==> src/rtl/spi_lcd_pkg.sv <==
package spi_lcd_pkg;

    typedef enum logic [2:0] {
        SER_IDLE  = 3'd0,
        SER_SETUP = 3'd1,
        SER_LO    = 3'd2,
        SER_HI    = 3'd3,
        SER_END   = 3'd4
    } ser_state_e;

    typedef enum logic [1:0] {
        PWR_HOLD = 2'd0,
        PWR_WAIT = 2'd1,
        PWR_DONE = 2'd2
    } pwr_state_e;

    typedef struct packed {
        ser_state_e st;
        logic [7:0] sh;
        logic [2:0] bits;
        logic       sck;
        logic       cs_n;
        logic       dc;
    } ser_regs_t;

endpackage

==> src/rtl/lcd_pwr_seq.sv <==
module lcd_pwr_seq
    import spi_lcd_pkg::*;
#(
    parameter int HOLD_CYC = 200,
    parameter int WAIT_CYC = 1200
) (
    input  logic clk,
    input  logic rst_n,
    output logic ctl_rst_n,
    output logic init_done
);
    localparam int MAXC = (HOLD_CYC > WAIT_CYC) ? HOLD_CYC : WAIT_CYC;
    localparam int CW   = $clog2(MAXC + 1);

    typedef struct packed {
        pwr_state_e    st;
        logic [CW-1:0] cnt;
        logic          out;
        logic          done;
    } pwr_regs_t;

    pwr_regs_t s_d, s_q;

    always_comb begin
        s_d = s_q;
        case (s_q.st)
            PWR_HOLD: begin
                if (s_q.cnt == CW'(HOLD_CYC - 1)) begin
                    s_d.st  = PWR_WAIT;
                    s_d.cnt = '0;
                    s_d.out = 1'b1;
                end else begin
                    s_d.cnt = s_q.cnt + 1'b1;
                end
            end
            PWR_WAIT: begin
                if (s_q.cnt == CW'(WAIT_CYC - 1)) begin
                    s_d.st   = PWR_DONE;
                    s_d.cnt  = '0;
                    s_d.done = 1'b1;
                end else begin
                    s_d.cnt = s_q.cnt + 1'b1;
                end
            end
            default: s_d = s_q;
        endcase
    end

    always_ff @(posedge clk or negedge rst_n) begin
        if (!rst_n) begin
            s_q <= '{st: PWR_HOLD, cnt: '0, out: 1'b0, done: 1'b0};
        end else begin
            s_q <= s_d;
        end
    end

    assign ctl_rst_n = s_q.out;
    assign init_done = s_q.done;

    AST_RST_STAYS_HIGH: assert property (@(posedge clk) disable iff (!rst_n)
        $past(s_q.out) |-> s_q.out);

endmodule

==> src/rtl/lcd_sck_div.sv <==
module lcd_sck_div #(
    parameter int HALF_CYC = 2
) (
    input  logic clk,
    input  logic rst_n,
    input  logic run,
    output logic tick
);
    localparam int DW = (HALF_CYC > 1) ? $clog2(HALF_CYC) : 1;

    logic [DW-1:0] cnt_d, cnt_q;

    assign tick = run && (cnt_q == DW'(HALF_CYC - 1));

    always_comb begin
        if (!run || tick) begin
            cnt_d = '0;
        end else begin
            cnt_d = cnt_q + 1'b1;
        end
    end

    always_ff @(posedge clk or negedge rst_n) begin
        if (!rst_n) begin
            cnt_q <= '0;
        end else begin
            cnt_q <= cnt_d;
        end
    end

endmodule

==> src/rtl/lcd_byte_ser.sv <==
module lcd_byte_ser
    import spi_lcd_pkg::*;
(
    input  logic       clk,
    input  logic       rst_n,
    input  logic       enable,
    input  logic       tick,
    input  logic       in_valid,
    output logic       in_ready,
    input  logic [7:0] in_byte,
    input  logic       in_is_data,
    output logic       run,
    output logic       sck,
    output logic       mosi,
    output logic       cs_n,
    output logic       dc
);
    ser_regs_t s_d, s_q;
    logic      take;

    assign in_ready = enable && ((s_q.st == SER_IDLE) || ((s_q.st == SER_END) && tick));
    assign take     = in_ready && in_valid;

    always_comb begin
        s_d = s_q;
        case (s_q.st)
            SER_IDLE: begin
                if (take) begin
                    s_d.st   = SER_SETUP;
                    s_d.sh   = in_byte;
                    s_d.bits = '0;
                    s_d.dc   = in_is_data;
                end
            end
            SER_SETUP: begin
                if (tick) begin
                    s_d.st = SER_LO;
                end
            end
            SER_LO: begin
                if (tick) begin
                    s_d.st = SER_HI;
                end
            end
            SER_HI: begin
                if (tick) begin
                    if (s_q.bits == 3'd7) begin
                        s_d.st = SER_END;
                    end else begin
                        s_d.st   = SER_LO;
                        s_d.sh   = {s_q.sh[6:0], 1'b0};
                        s_d.bits = s_q.bits + 1'b1;
                    end
                end
            end
            SER_END: begin
                if (tick) begin
                    if (take) begin
                        s_d.sh   = in_byte;
                        s_d.bits = '0;
                        if (in_is_data == s_q.dc) begin
                            s_d.st = SER_LO;
                        end else begin
                            s_d.st = SER_SETUP;
                            s_d.dc = in_is_data;
                        end
                    end else begin
                        s_d.st = SER_IDLE;
                    end
                end
            end
            default: s_d.st = SER_IDLE;
        endcase
        s_d.sck  = (s_d.st == SER_HI);
        s_d.cs_n = !(s_d.st inside {SER_LO, SER_HI, SER_END});
    end

    always_ff @(posedge clk or negedge rst_n) begin
        if (!rst_n) begin
            s_q <= '{st: SER_IDLE, sh: '0, bits: '0, sck: 1'b0, cs_n: 1'b1, dc: 1'b0};
        end else begin
            s_q <= s_d;
        end
    end

    assign run  = (s_q.st != SER_IDLE);
    assign sck  = s_q.sck;
    assign mosi = s_q.sh[7];
    assign cs_n = s_q.cs_n;
    assign dc   = s_q.dc;

    AST_SCK_IDLE_LOW: assert property (@(posedge clk) disable iff (!rst_n)
        s_q.cs_n |-> !s_q.sck);

    AST_MOSI_HELD_HIGH: assert property (@(posedge clk) disable iff (!rst_n)
        s_q.sck |-> $stable(s_q.sh[7]));

    AST_DC_HELD_FRAME: assert property (@(posedge clk) disable iff (!rst_n)
        !s_q.cs_n |-> $stable(s_q.dc));

endmodule

==> src/rtl/lcd_spi_link.sv <==
module lcd_spi_link #(
    parameter int CLK_DIV_N    = 2,
    parameter int RST_LOW_CYC  = 200,
    parameter int RST_WAIT_CYC = 1200
) (
    input  logic       clk,
    input  logic       rst_n,
    input  logic       in_valid,
    output logic       in_ready,
    input  logic [7:0] in_byte,
    input  logic       in_is_data,
    output logic       lcd_sck,
    output logic       lcd_mosi,
    output logic       lcd_cs_n,
    output logic       lcd_dc,
    output logic       lcd_rst_n
);
    logic init_done;
    logic ser_run;
    logic half_tick;

    lcd_pwr_seq #(
        .HOLD_CYC (RST_LOW_CYC),
        .WAIT_CYC (RST_WAIT_CYC)
    ) pwr_i (
        .clk       (clk),
        .rst_n     (rst_n),
        .ctl_rst_n (lcd_rst_n),
        .init_done (init_done)
    );

    lcd_sck_div #(
        .HALF_CYC (CLK_DIV_N)
    ) div_i (
        .clk   (clk),
        .rst_n (rst_n),
        .run   (ser_run),
        .tick  (half_tick)
    );

    lcd_byte_ser ser_i (
        .clk        (clk),
        .rst_n      (rst_n),
        .enable     (init_done),
        .tick       (half_tick),
        .in_valid   (in_valid),
        .in_ready   (in_ready),
        .in_byte    (in_byte),
        .in_is_data (in_is_data),
        .run        (ser_run),
        .sck        (lcd_sck),
        .mosi       (lcd_mosi),
        .cs_n       (lcd_cs_n),
        .dc         (lcd_dc)
    );

    AST_READY_AFTER_INIT: assert property (@(posedge clk) disable iff (!rst_n)
        !lcd_rst_n |-> !in_ready);

    AST_CS_IDLE_BEFORE_INIT: assert property (@(posedge clk) disable iff (!rst_n)
        !init_done |-> lcd_cs_n);

endmodule

==> config.mk <==
export PLATFORM = sky130hd
export DESIGN_NAME = lcd_spi_link
export DESIGN_NICKNAME = d
export VERILOG_FILES = /design/src/rtl/spi_lcd_pkg.sv /design/src/rtl/lcd_pwr_seq.sv /design/src/rtl/lcd_sck_div.sv /design/src/rtl/lcd_byte_ser.sv /design/src/rtl/lcd_spi_link.sv
export SDC_FILE = /design/constraint.sdc
export NUM_CORES = 1
export LEC_CHECK = 0
export BUFFER_PORTS_ARGS = -buffer_cell sky130_fd_sc_hd__buf_2
export CAP_MARGIN = 30
export CORE_MARGIN = 10
export CORE_UTILIZATION = 45
export CTS_CLUSTER_SIZE = 8
export DETAILED_ROUTE_END_ITERATION = 12
export HOLD_SLACK_MARGIN = 0.15
export PLACE_DENSITY = 0.71
export SYNTH_ARGS = -nofsm -noshare
export SYNTH_HDL_FRONTEND = slang
export SYNTH_SLANG_ARGS = --single-unit
==> constraint.sdc <==
create_clock -name clk -period 1.5 [get_ports clk]
set_input_delay 0.075 -clock clk [delete_from_list [all_inputs] [get_ports clk]]
set_output_delay 0.075 -clock clk [all_outputs]
set_load 0.02 [all_outputs]
== After elaboration in Yosys (flattened, before gate mapping) ==
Cells that the tools add are included.
W data, S select, Z words.

* Bits in registers: 33
* Bits in latches: 0
* Memory bits (writable): 0
* ROM bits: 0
* Output and inout bits: 6
* Logic and storage cells: 77
* Memories kept: 0

* $add $sub $neg: 3
* Multipliers: 0
* Div/mod/pow operators: 0
* $lt $le $gt $ge: 0
* Equal/unequal tests: 20
* Shift operators: 0
* Mux-type cells: 23
* Bitwise gates (word level): 0
* Reduce and logical (&&, ||, !) cells: 20

{| class="wikitable"
|+ Operator list
! cell !! count
|-
| $mux W11 || 4
|-
| $mux W14 || 3
|-
| $pmux W11 S3 || 1
|-
| $pmux W13 S2 || 1
|-
| $pmux W3 S5 || 1
|-
| $eq A3 B2 Y1 const B || 4
|-
| $mux W3 || 4
|-
| $add A11 B1 Y11 const B || 1
|-
| $eq A11 B11 Y1 const B || 1
|-
| $eq A11 B8 Y1 const B || 1
|-
| $eq A3 B3 Y1 const B || 3
|-
| $reduce_bool A3 Y1 || 3
|-
| $ne A2 B1 Y1 const B || 4
|-
| $ne A2 B2 Y1 const B || 4
|-
| $mux W2 || 3
|-
| $reduce_and A6 Y1 || 1
|-
| $mux W1 || 5
|-
| $reduce_and A5 Y1 || 1
|-
| $logic_and A1 B1 Y1 || 4
|-
| $reduce_and A2 Y1 || 2
|-
| $reduce_bool A2 Y1 || 2
|-
| $add A3 B1 Y3 const B || 1
|-
| $eq A3 B1 Y1 const B || 1
|-
| $logic_not A3 Y1 || 1
|-
| 8 further kinds || 10
|}

== Logic depth before layout (Yosys ltp) ==
Gate-level depths: netlist of the first run.

* Word-level depth: 12
* Gate-level depth with buffers: 7
* Gate-level depth less buffers: 6

== By module ==
From an unflattened synthesis of the first run, not the netlist that was laid out.

* Cell total of the unflattened synthesis: 168
* Area total of the unflattened synthesis: 1717.9 um2

{| class="wikitable"
|+ By module, submodules not included
! module !! instances !! cells each !! area an instance (um2)
|-
| lcd_byte_ser || 1 || 92 || 905.9
|-
| lcd_pwr_seq || 1 || 73 || 770.7
|-
| lcd_sck_div || 1 || 3 || 41.3
|}

== Worst setup path before layout of the first run ==
Ideal clock, no wire load.

* Kind: register to register
* Start point: reg ser_i.s_q[16] in the netlist's numbering
* End point: reg ser_i.s_q[3] in the netlist's numbering
* Library setup time: 0.125 ns
* Data arrival time: 1.398 ns
* Required time: 1.375 ns
* Setup slack: -0.022 ns
* Cell stages (with the launch flop): 7
* Cells stage by stage: dfrtp_1 > buf_2 > and4b_1 > buf_2 > and2_1 > nor2_1 > mux2_2

* Cells in the longest elaborated chain, start to end: 8
* Elaborated cells on any way between the ends: 17

{| class="wikitable"
|+ Ends and longest elaborated chain
! what !! RTL line !! source
|-
| from (decl) || lcd_byte_ser.sv:18 || <nowiki>ser_regs_t s_d, s_q;</nowiki>
|-
| from (signal assigned) || lcd_byte_ser.sv:80 || <nowiki>s_q <= '{st: SER_IDLE, sh: '0, bits: '0, sck: 1'b0, cs_n: 1'b1, dc: 1'b0};</nowiki>
|-
| $reduce_bool A3 Y1 || lcd_byte_ser.sv:86 || <nowiki>assign run = (s_q.st != SER_IDLE);</nowiki>
|-
| $logic_and A1 B1 Y1 || lcd_sck_div.sv:13 || <nowiki>assign tick = run && (cnt_q == DW'(HALF_CYC - 1));</nowiki>
|-
| $logic_and A1 B1 Y1 || lcd_byte_ser.sv:21 || <nowiki>assign in_ready = enable && ((s_q.st == SER_IDLE) || ((s_q.st == SER_END) && tick));</nowiki>
|-
| $logic_or A1 B1 Y1 || lcd_byte_ser.sv:21 ||
|-
| $logic_and A1 B1 Y1 || lcd_byte_ser.sv:21 ||
|-
| $logic_and A1 B1 Y1 || lcd_byte_ser.sv:22 || <nowiki>assign take = in_ready && in_valid;</nowiki>
|-
| $ne A2 B1 Y1 (no line) || -- ||
|-
| $reduce_and A6 Y1 (no line) || -- ||
|}

Several ways; a longest one is shown, not always the timed one.
A chain may end at the register's enable or synchronous reset.

==> qor.csv, run 1 <==
stage;metric;value;unit
die;Die Y;79.9;um
placed_design;Final HPWL DP;2470;um
pwr;Power, Total;0.00152;W
detailed_routing;Routed WL;3900;um
flow_run;max_cap viols;0;
final_layout;Nets;221;
synth;Synth Warn #;0;
synth;most frequent cells after synthesis;dfrtp_1, nor2_1, nand2_1;
clock_tree;H-tree Lvls;2;
sta;period utilization;99.4;%
synth;Post-synth top flop;dfrtp_1;
detailed_routing;residual DRC count;0;
worst_setup_path;critical path arrival;1770;ps
synth;most numerous cell in the Yosys netlist;dfrtp_1;
sta;Final Critical Period;1490;ps
synth;mapped cell area;0.00162;sq mm
detailed_routing;post-route ant nets;0;
placed_design;GP Congestion;0.856;
worst_hold_path;Hold Path Class;in2reg;
clock_tree;# clock sinks;33;
detailed_routing;WL per Instance;15.4;um
sta;Worst-Margin Slew;715;ps
global_routing;GRT Overall Usage;12.4;%
synth;Yosys cell types;41;
pwr;P_sw;0.000331;W
clock_tree;Clock Pin Slew Worst Setup and Hold Paths;110;ps
detailed_routing;via count;1391;
sta;RSZ-0062 raised after global routing;yes;
sta;final hold vios;0;
synth;ranking of synthesized cells by area;dfrtp_1, nor2_1, a22oi_1;
synth;sequential share of the synthesized area;51.2;%
synth;mean post-synth cell area;10.4;sq um
worst_setup_path;critical path required time;1780;ps
final_layout;fraction of layout cells with a size suffix above 1;40.6;%
worst_setup_path;CP Class;reg2reg;
final_layout;fill count;263;
sta;clk_skew;18.0;ps
clock_tree;total CTS buffers;5;
worst_setup_path;worst-path fanout max;6;
sta;relative slew slack;52.3;%
placed_design;port buffer count;17;
sta;Final Setup Violations;0;
die;total core area;0.00339;sq mm
pwr;power density cells;686;mW/mm^2
global_routing;global-route wire length before repair;6400;um
die;Initial Utilization;47.7;%
die;Die ar.;0.00639;sq mm
die;num rows;21;
global_routing;largest net degree at the start of global routing;34;
sta;Final Max Tran Viols;0;
synth;#FFs+latches synth;33;
final_layout;fin area;0.00222;sq mm
final_layout;Antenna diodes;0;
synth;ys async rst share;100;%
pwr;Pint;0.00119;W
global_routing;grt ovf;0;
pwr;Switching Share;21.8;%
clock_tree;clk buf depth;2;
pwr;combinational cell fraction of total power;3.7;%
outcome;outcome;finished, final reports clean;
sta;FMAX;0.670;GHz
worst_setup_path;CP startpoint kind;flip-flop;
detailed_routing;First-pass DRT Iterations;4;
clock_tree;CTS tree;built;
synth;dominant cell type by area after synthesis;dfrtp_1;
clock_tree;clk_lat worst skew;340;ps
pwr;P_leak;0.962;nW
pwr;sequential power share;58.5;%
final_layout;Area growth syn-to-layout;37.3;%
detailed_routing;drt initial violations;83;
placed_design;Cell Area, Placed;0.00186;sq mm
die;Top Ports;18;
clock_tree;CTS root buf;clkbuf_4;
worst_setup_path;Worst setup EP type;flip-flop;
die;Die X;79.9;um
synth;EDFF count, synth;0;
synth;Syn Nets;171;
synth;Post-Syn Instances;156;
global_routing;vias in the first global route;1389;
pwr;Max VDD drop;0.382;mV
detailed_routing;vias per inst;5.50;
synth;Yosys top cell area share;49.6;%
global_routing;initial antenna violation count;0;
pwr;Clk network pwr share;37.8;%
-- stage by stage --
| stage | hold slack (ps) | std cells | worst slack (ps) | TNS, ps | utilization (%) |
|---|---|---|---|---|---|
| global placement | 169 | 229 | 9.31 | 0 | 54.8 |
| detailed placement | 179 | 229 | -22.7 | -23.0 | 54.8 |
| CTS | 214 | 250 | 5.11 | 0 | 60.6 |
| finish | 293 | 253 | 8.34 | 0 | 65.4 |
| floorplan | -221 | 156 | 11.2 | 0 | - |
| global route | 276 | 253 | -108 | -627 | 65.4 |
-- layer usage --
metal	wire length, um	vias up	track usage, %
met2	2020	25	20.8
met1	1680	693	14.4
met5	0	-	0
li1	-	667	-
met4	51	0	4.75
met3	156	6	4.05
-- sequential cells by signal, summed over array words and instances (netlist names) --
name             cells
ser_i.sck            1
ser_i.cs_n           1
div_i.cnt_q          1
ser_i.s_q           13
pwr_i.ctl_rst_n      1
pwr_i.init_done      1
ser_i.dc             1
pwr_i.s_q           13
ser_i.mosi           1
-- area by class of cell --
class | count | area, sq um | area share (%)
Multi-Input combinational cell | 111 | 858 | 38.7
Sequential cell | 33 | 828 | 37.4
Timing Repair Buffer | 50 | 384 | 17.3
Clock buffer | 7 | 65.1 | 2.93
Tap cell | 46 | 57.6 | 2.60
Inverter | 5 | 18.8 | 0.846
Clock inverter | 1 | 5.00 | 0.226
-- cell families (layout without fill, tap and decap cells) --
| family | after synthesis | in the layout | synth area share [%] |
|---|---|---|---|
| and+or+nand+nor | 60 | 60 | 20.3 |
| AOI/OAI and AO/OA | 39 | 39 | 17.2 |
| DFF | 33 | 33 | 51.2 |
| buffers and inverters | 12 | 63 | 3.80 |
| xor gates and xnor gates | 7 | 7 | 3.80 |
| adders and majority gates | 3 | 3 | 2.32 |
| muxes | 2 | 2 | 1.39 |
-- critical path: stages, from the launching register on --
cell	delay, ps
dfrtp_1	420
nand4bb_4	290
or3b_4	430
a21oi_4	170
and2_1	140
-- final timing paths --
kind / startpoint / endpoint / slack, ps / cells after the start
max: ser_i.s_q[15]$_DFF_PN0_ / ser_i.sck$_DFF_PN0_ / 8 / 4
min in group asynchronous: rst_n / pwr_i.s_q[6]$_DFFE_PN0P_ / 310 / 2
max in group asynchronous: rst_n / div_i.cnt_q$_DFF_PN0_ / 680 / 2
min: in_valid / ser_i.s_q[14]$_DFF_PN0_ / 290 / 4
max reg2reg: ser_i.s_q[15]$_DFF_PN0_ / ser_i.sck$_DFF_PN0_ / 8 / 4
min reg2reg: pwr_i.ctl_rst_n$_DFFE_PN0P_ / pwr_i.ctl_rst_n$_DFFE_PN0P_ / 470 / 1
-- cells in the final DEF, fill, tap and decap left out, types with 3 or more instances in the layout --
cell type and instances:
dfrtp_1 31, buf_4 20, buf_2 16, nor2_1 13
dlygate4sd3_1 10, nand2_1 9, nand3_1 7, o21ai_0 6
xnor2_1 6, a21oi_1 5, a22oi_2 5, clkbuf_4 5
inv_1 4, nand2b_1 3, nor3_1 3, nor2_2 3
or2_2 3, a21oi_2 3, a22o_1 3, nor4_1 3
buf_6 3
-- power groups by stage --
stage	Sequential [W]	Combinational [W]	Clock (W)
floorplan	0.000907	0.00000195	0
finish	0.000889	0.0000568	0.000575
CTS	0.000889	0.0000551	0.000599
global placement	0.000906	0.0000343	0
global route	0.000890	0.0000641	0.000647
detailed placement	0.000906	0.0000349	0
-- what timing repair did --
action | CTS | global route
hold buffers | 10 | 0
gates resized for setup | 2 | 34
setup endpoints to repair | 4 | 24
hold endpoints to repair | 41 | 0
buffers inserted | 3 | 3
pin swaps | 2 | 19
No activity file was read; power rests on OpenSTA's default activity.
==> run 2, diff against run 1 <==
--- a/config.mk
+++ b/config.mk
@@ -5,6 +5,7 @@
 export SDC_FILE = /design/constraint.sdc
 export NUM_CORES = 1
 export LEC_CHECK = 0
+export ABC_AREA = 1
 export BUFFER_PORTS_ARGS = -buffer_cell sky130_fd_sc_hd__buf_2
 export CAP_MARGIN = 30
 export CORE_MARGIN = 10
==> run 2 against run 1 <==
  * Cell count increased by 50%
  * Synthesized cell count increased by 77%
  * Global-route usage increased by 1.6 points
==> qor.csv, run 2 <==
stage;metric;value;unit;change
outcome;outcome;finished, final reports clean;;
synth;sequential share of the synthesized area;41.4;%;-9.8 points
synth;ranking of synthesized cells by area;dfrtp_1, nand2_1, inv_1;;
clock_tree;total CTS buffers;5;;unchanged
global_routing;grt ovf;0;;unchanged
final_layout;fraction of layout cells with a size suffix above 1;28.7;%;-12 points
detailed_routing;drt initial violations;169;;+100%
placed_design;Final HPWL DP;3340;um;+35%
worst_setup_path;R2R Path Start;ser_i.s_q[15]$_DFF_PN0_;;
worst_hold_path;hold wc startpoint;in_byte[4];;
clock_tree;Clock Pin Slew Worst Setup and Hold Paths;70;ps;-40 ps
sta;Final Max Tran Viols;0;;unchanged
synth;most numerous cell in the Yosys netlist;nand2_1;;
global_routing;global-route wire length before repair;8690;um;+36%
sta;setup TNS;0;ps;unchanged
sta;Final Critical Period;1500;ps;+6.99 ps
final_layout;fin area;0.00261;sq mm;+18%
final_layout;Regs by FF count;pwr_i.s_q x13, ser_i.s_q x13;;
final_layout;Antenna diodes;0;;unchanged
detailed_routing;residual DRC count;0;;unchanged
detailed_routing;via count;1983;;+43%
sta;FMAX;0.667;GHz;-0.47%
synth;Syn Nets;291;;+70%
synth;mean post-synth cell area;7.23;sq um;-30%
synth;Yosys cell types;29;;-29%
worst_setup_path;Slowest-stage cell, CP;dfrtp_1;;
worst_setup_path;CP Class;reg2reg;;
final_layout;Nets;341;;+54%
die;total core area;0.00432;sq mm;+28%
final_layout;final cell count without fillers;379;;+50%
placed_design;dpl cells;359;;+57%
sta;relative slew slack;72.2;%;+20 points
detailed_routing;Routed WL;4940;um;+26%
worst_setup_path;CP delay by family, top;simple AND/OR/NAND/NOR gates;;
worst_setup_path;worst-path fanout max;5;;-1
sta;clk_skew;5.50;ps;-12.5 ps
die;Die ar.;0.00750;sq mm;+17%
global_routing;initial antenna violation count;0;;unchanged
sta;period utilization;99.9;%;+0.47 points
worst_setup_path;CP cell instances;nor2_4, buf_6, nand2_4, inv_2, o21ai_1, nand2_1, nor2_4, buf_6, nand3_1, nand2_2;;
clock_tree;clk_lat worst skew;290;ps;-50 ps
clock_tree;clk buf depth;2;;unchanged
worst_setup_path;critical path arrival;1680;ps;-90 ps
clock_tree;CTS tree;built;;
die;Die X;86.6;um;+8.4%
worst_setup_path;CP startpoint kind;flip-flop;;
clock_tree;# clock sinks;33;;unchanged
synth;dominant cell type by area after synthesis;dfrtp_1;;
die;Initial Utilization;46.2;%;-1.5 points
die;Die Y;86.6;um;+8.4%
die;Top Ports;18;;unchanged
worst_setup_path;critical path required time;1680;ps;-100 ps
flow_run;max_cap viols;0;;unchanged
synth;Post-synth top flop;dfrtp_1;;
synth;Synth Warn #;0;;unchanged
synth;most frequent cells after synthesis;nand2_1, inv_1, nor2_1;;
final_layout;Area growth syn-to-layout;30.9;%;
pwr;Max VDD drop;0.452;mV;+18%
final_layout;most frequent cells in the layout;nand2_1, inv_1, dfrtp_1, nor2_1, buf_4;;
synth;mapped cell area;0.00200;sq mm;+24%
die;num rows;24;;+14%
sta;worst hold slack;176;ps;-117 ps
synth;Post-Syn Instances;276;;+77%
sta;Worst-Margin Slew;417;ps;-298 ps
synth;ys async rst share;100;%;unchanged
placed_design;GP Congestion;0.902;;+5.4%
worst_setup_path;CP Buf/Inv Count;3;;+3
worst_setup_path;Worst setup EP type;flip-flop;;
detailed_routing;First-pass DRT Iterations;4;;unchanged
pwr;P_leak;1.39;nW;+45%
clock_tree;CTS root buf;clkbuf_8;;
detailed_routing;post-route ant nets;0;;unchanged
global_routing;vias in the first global route;1988;;+43%
placed_design;port buffer count;17;;unchanged
sta;final hold vios;0;;unchanged
synth;#FFs+latches synth;33;;unchanged
synth;Yosys top cell area share;40.1;%;-9.4 points
worst_hold_path;Hold Path Class;in2reg;;
pwr;power density cells;647;mW/mm^2;-5.7%
detailed_routing;vias per inst;5.23;;-4.8%
clock_tree;H-tree Lvls;2;;unchanged
placed_design;Cell Area, Placed;0.00227;sq mm;+22%
global_routing;largest net degree at the start of global routing;34;;unchanged
worst_setup_path;slowest stage delay, CP;420;ps;about the same
sta;RSZ-0062 raised after global routing;yes;;
final_layout;commonest non-fill, non-tap cell in the layout;nand2_1;;
detailed_routing;WL per Instance;13.0;um;-16%
global_routing;GRT Overall Usage;14.0;%;+1.6 points
final_layout;Final Core Density;60.4;%;-5.0 points
worst_setup_path;Crit. Startpoint;ser_i.s_q[15]$_DFF_PN0_;;
synth;EDFF count, synth;0;;unchanged
sta;Final Setup Violations;0;;unchanged
[run 2: changes by cell type after synthesis, sizes merged, moves of 4 or more]
| cell | delta |
|---|---|
| a21oi | -5 |
| nor3 | +5 |
| nor2 | +20 |
| inv | +42 |
| a22oi | -7 |
| nand2 | +60 |
| nand4 | +21 |
| nor4 | -4 |
| xnor2 | -5 |
| nand3 | +21 |
[run 2: area by class of cell]
type	instances	area [sq um]
clock buffer	7	96.3
clock inverter	1	5.00
fill	404	1710
inverter	47	179
multi-input combinational	188	1060
sequential	33	828
tap	52	65.1
timing repair buffer	51	378
[run 2: metal layers]
metal	track usage (%)	routed length [um]
met1	15.6	2090
met2	24.6	2490
met3	3.75	269
met4	5.74	87
met5	0	0
[run 2: logic make-up after synthesis]
logic type / count (synthesis) / synth area share [%]
AOI/OAI and AO/OA: 12 / 3.70
and+or+nand+nor: 169 / 39.5
adders and majority gates: 3 / 1.88
DFF: 33 / 41.4
buffers and inverters: 56 / 12.1
muxes: 1 / 0.502
xor gates and xnor gates: 2 / 0.878
[run 2: worst paths after layout]
path | slack, ps | cells past startpoint | endpoint
max | 1 | 10 | ser_i.s_q[7]$_DFFE_PN0P_
min | 180 | 5 | ser_i.s_q[10]$_DFFE_PN0P_
max reg2reg | 1 | 10 | ser_i.s_q[7]$_DFFE_PN0P_
min reg2reg | 470 | 2 | pwr_i.ctl_rst_n$_DFFE_PN0P_
max in group asynchronous | 830 | 3 | ser_i.cs_n$_DFF_PN1_
min in group asynchronous | 340 | 3 | ser_i.s_q[15]$_DFF_PN0_
[run 2: timing repair]
| action | CTS | global route |
|---|---|---|
| hold buffers | 3 | 0 |
| pin swaps | 4 | 11 |
| gates resized for setup | 7 | 37 |
| cloned | 1 | 1 |
| hold endpoints to repair | 35 | 0 |
| buffers inserted | 2 | 6 |
| setup endpoints to repair | 15 | 24 |
[run 2: power breakdown]
group / internal, W / switching [W] / leakage, nW
Sequential: 0.000890 / 0 / 0.421
Combinational: 0.0000180 / 0.0000334 / 0.915
Clock: 0.000415 / 0.000334 / 0.0542
[run 2: tightest hold or removal path, cell delays in order]
cell and delay (ps):
buf_2 110, nand4_1 80, nand2_1 50, nand3_1 70, nand2_1 40
[run 2: metrics by stage]
stage	total power (W)	setup WS, ps
final	0.00169	1.35
after global routing	0.00175	-87.7
after global placement	0.000952	15.5
after CTS	0.00171	20.2
after detailed placement	0.000953	-42.3
after floorplan	0.000912	36.5
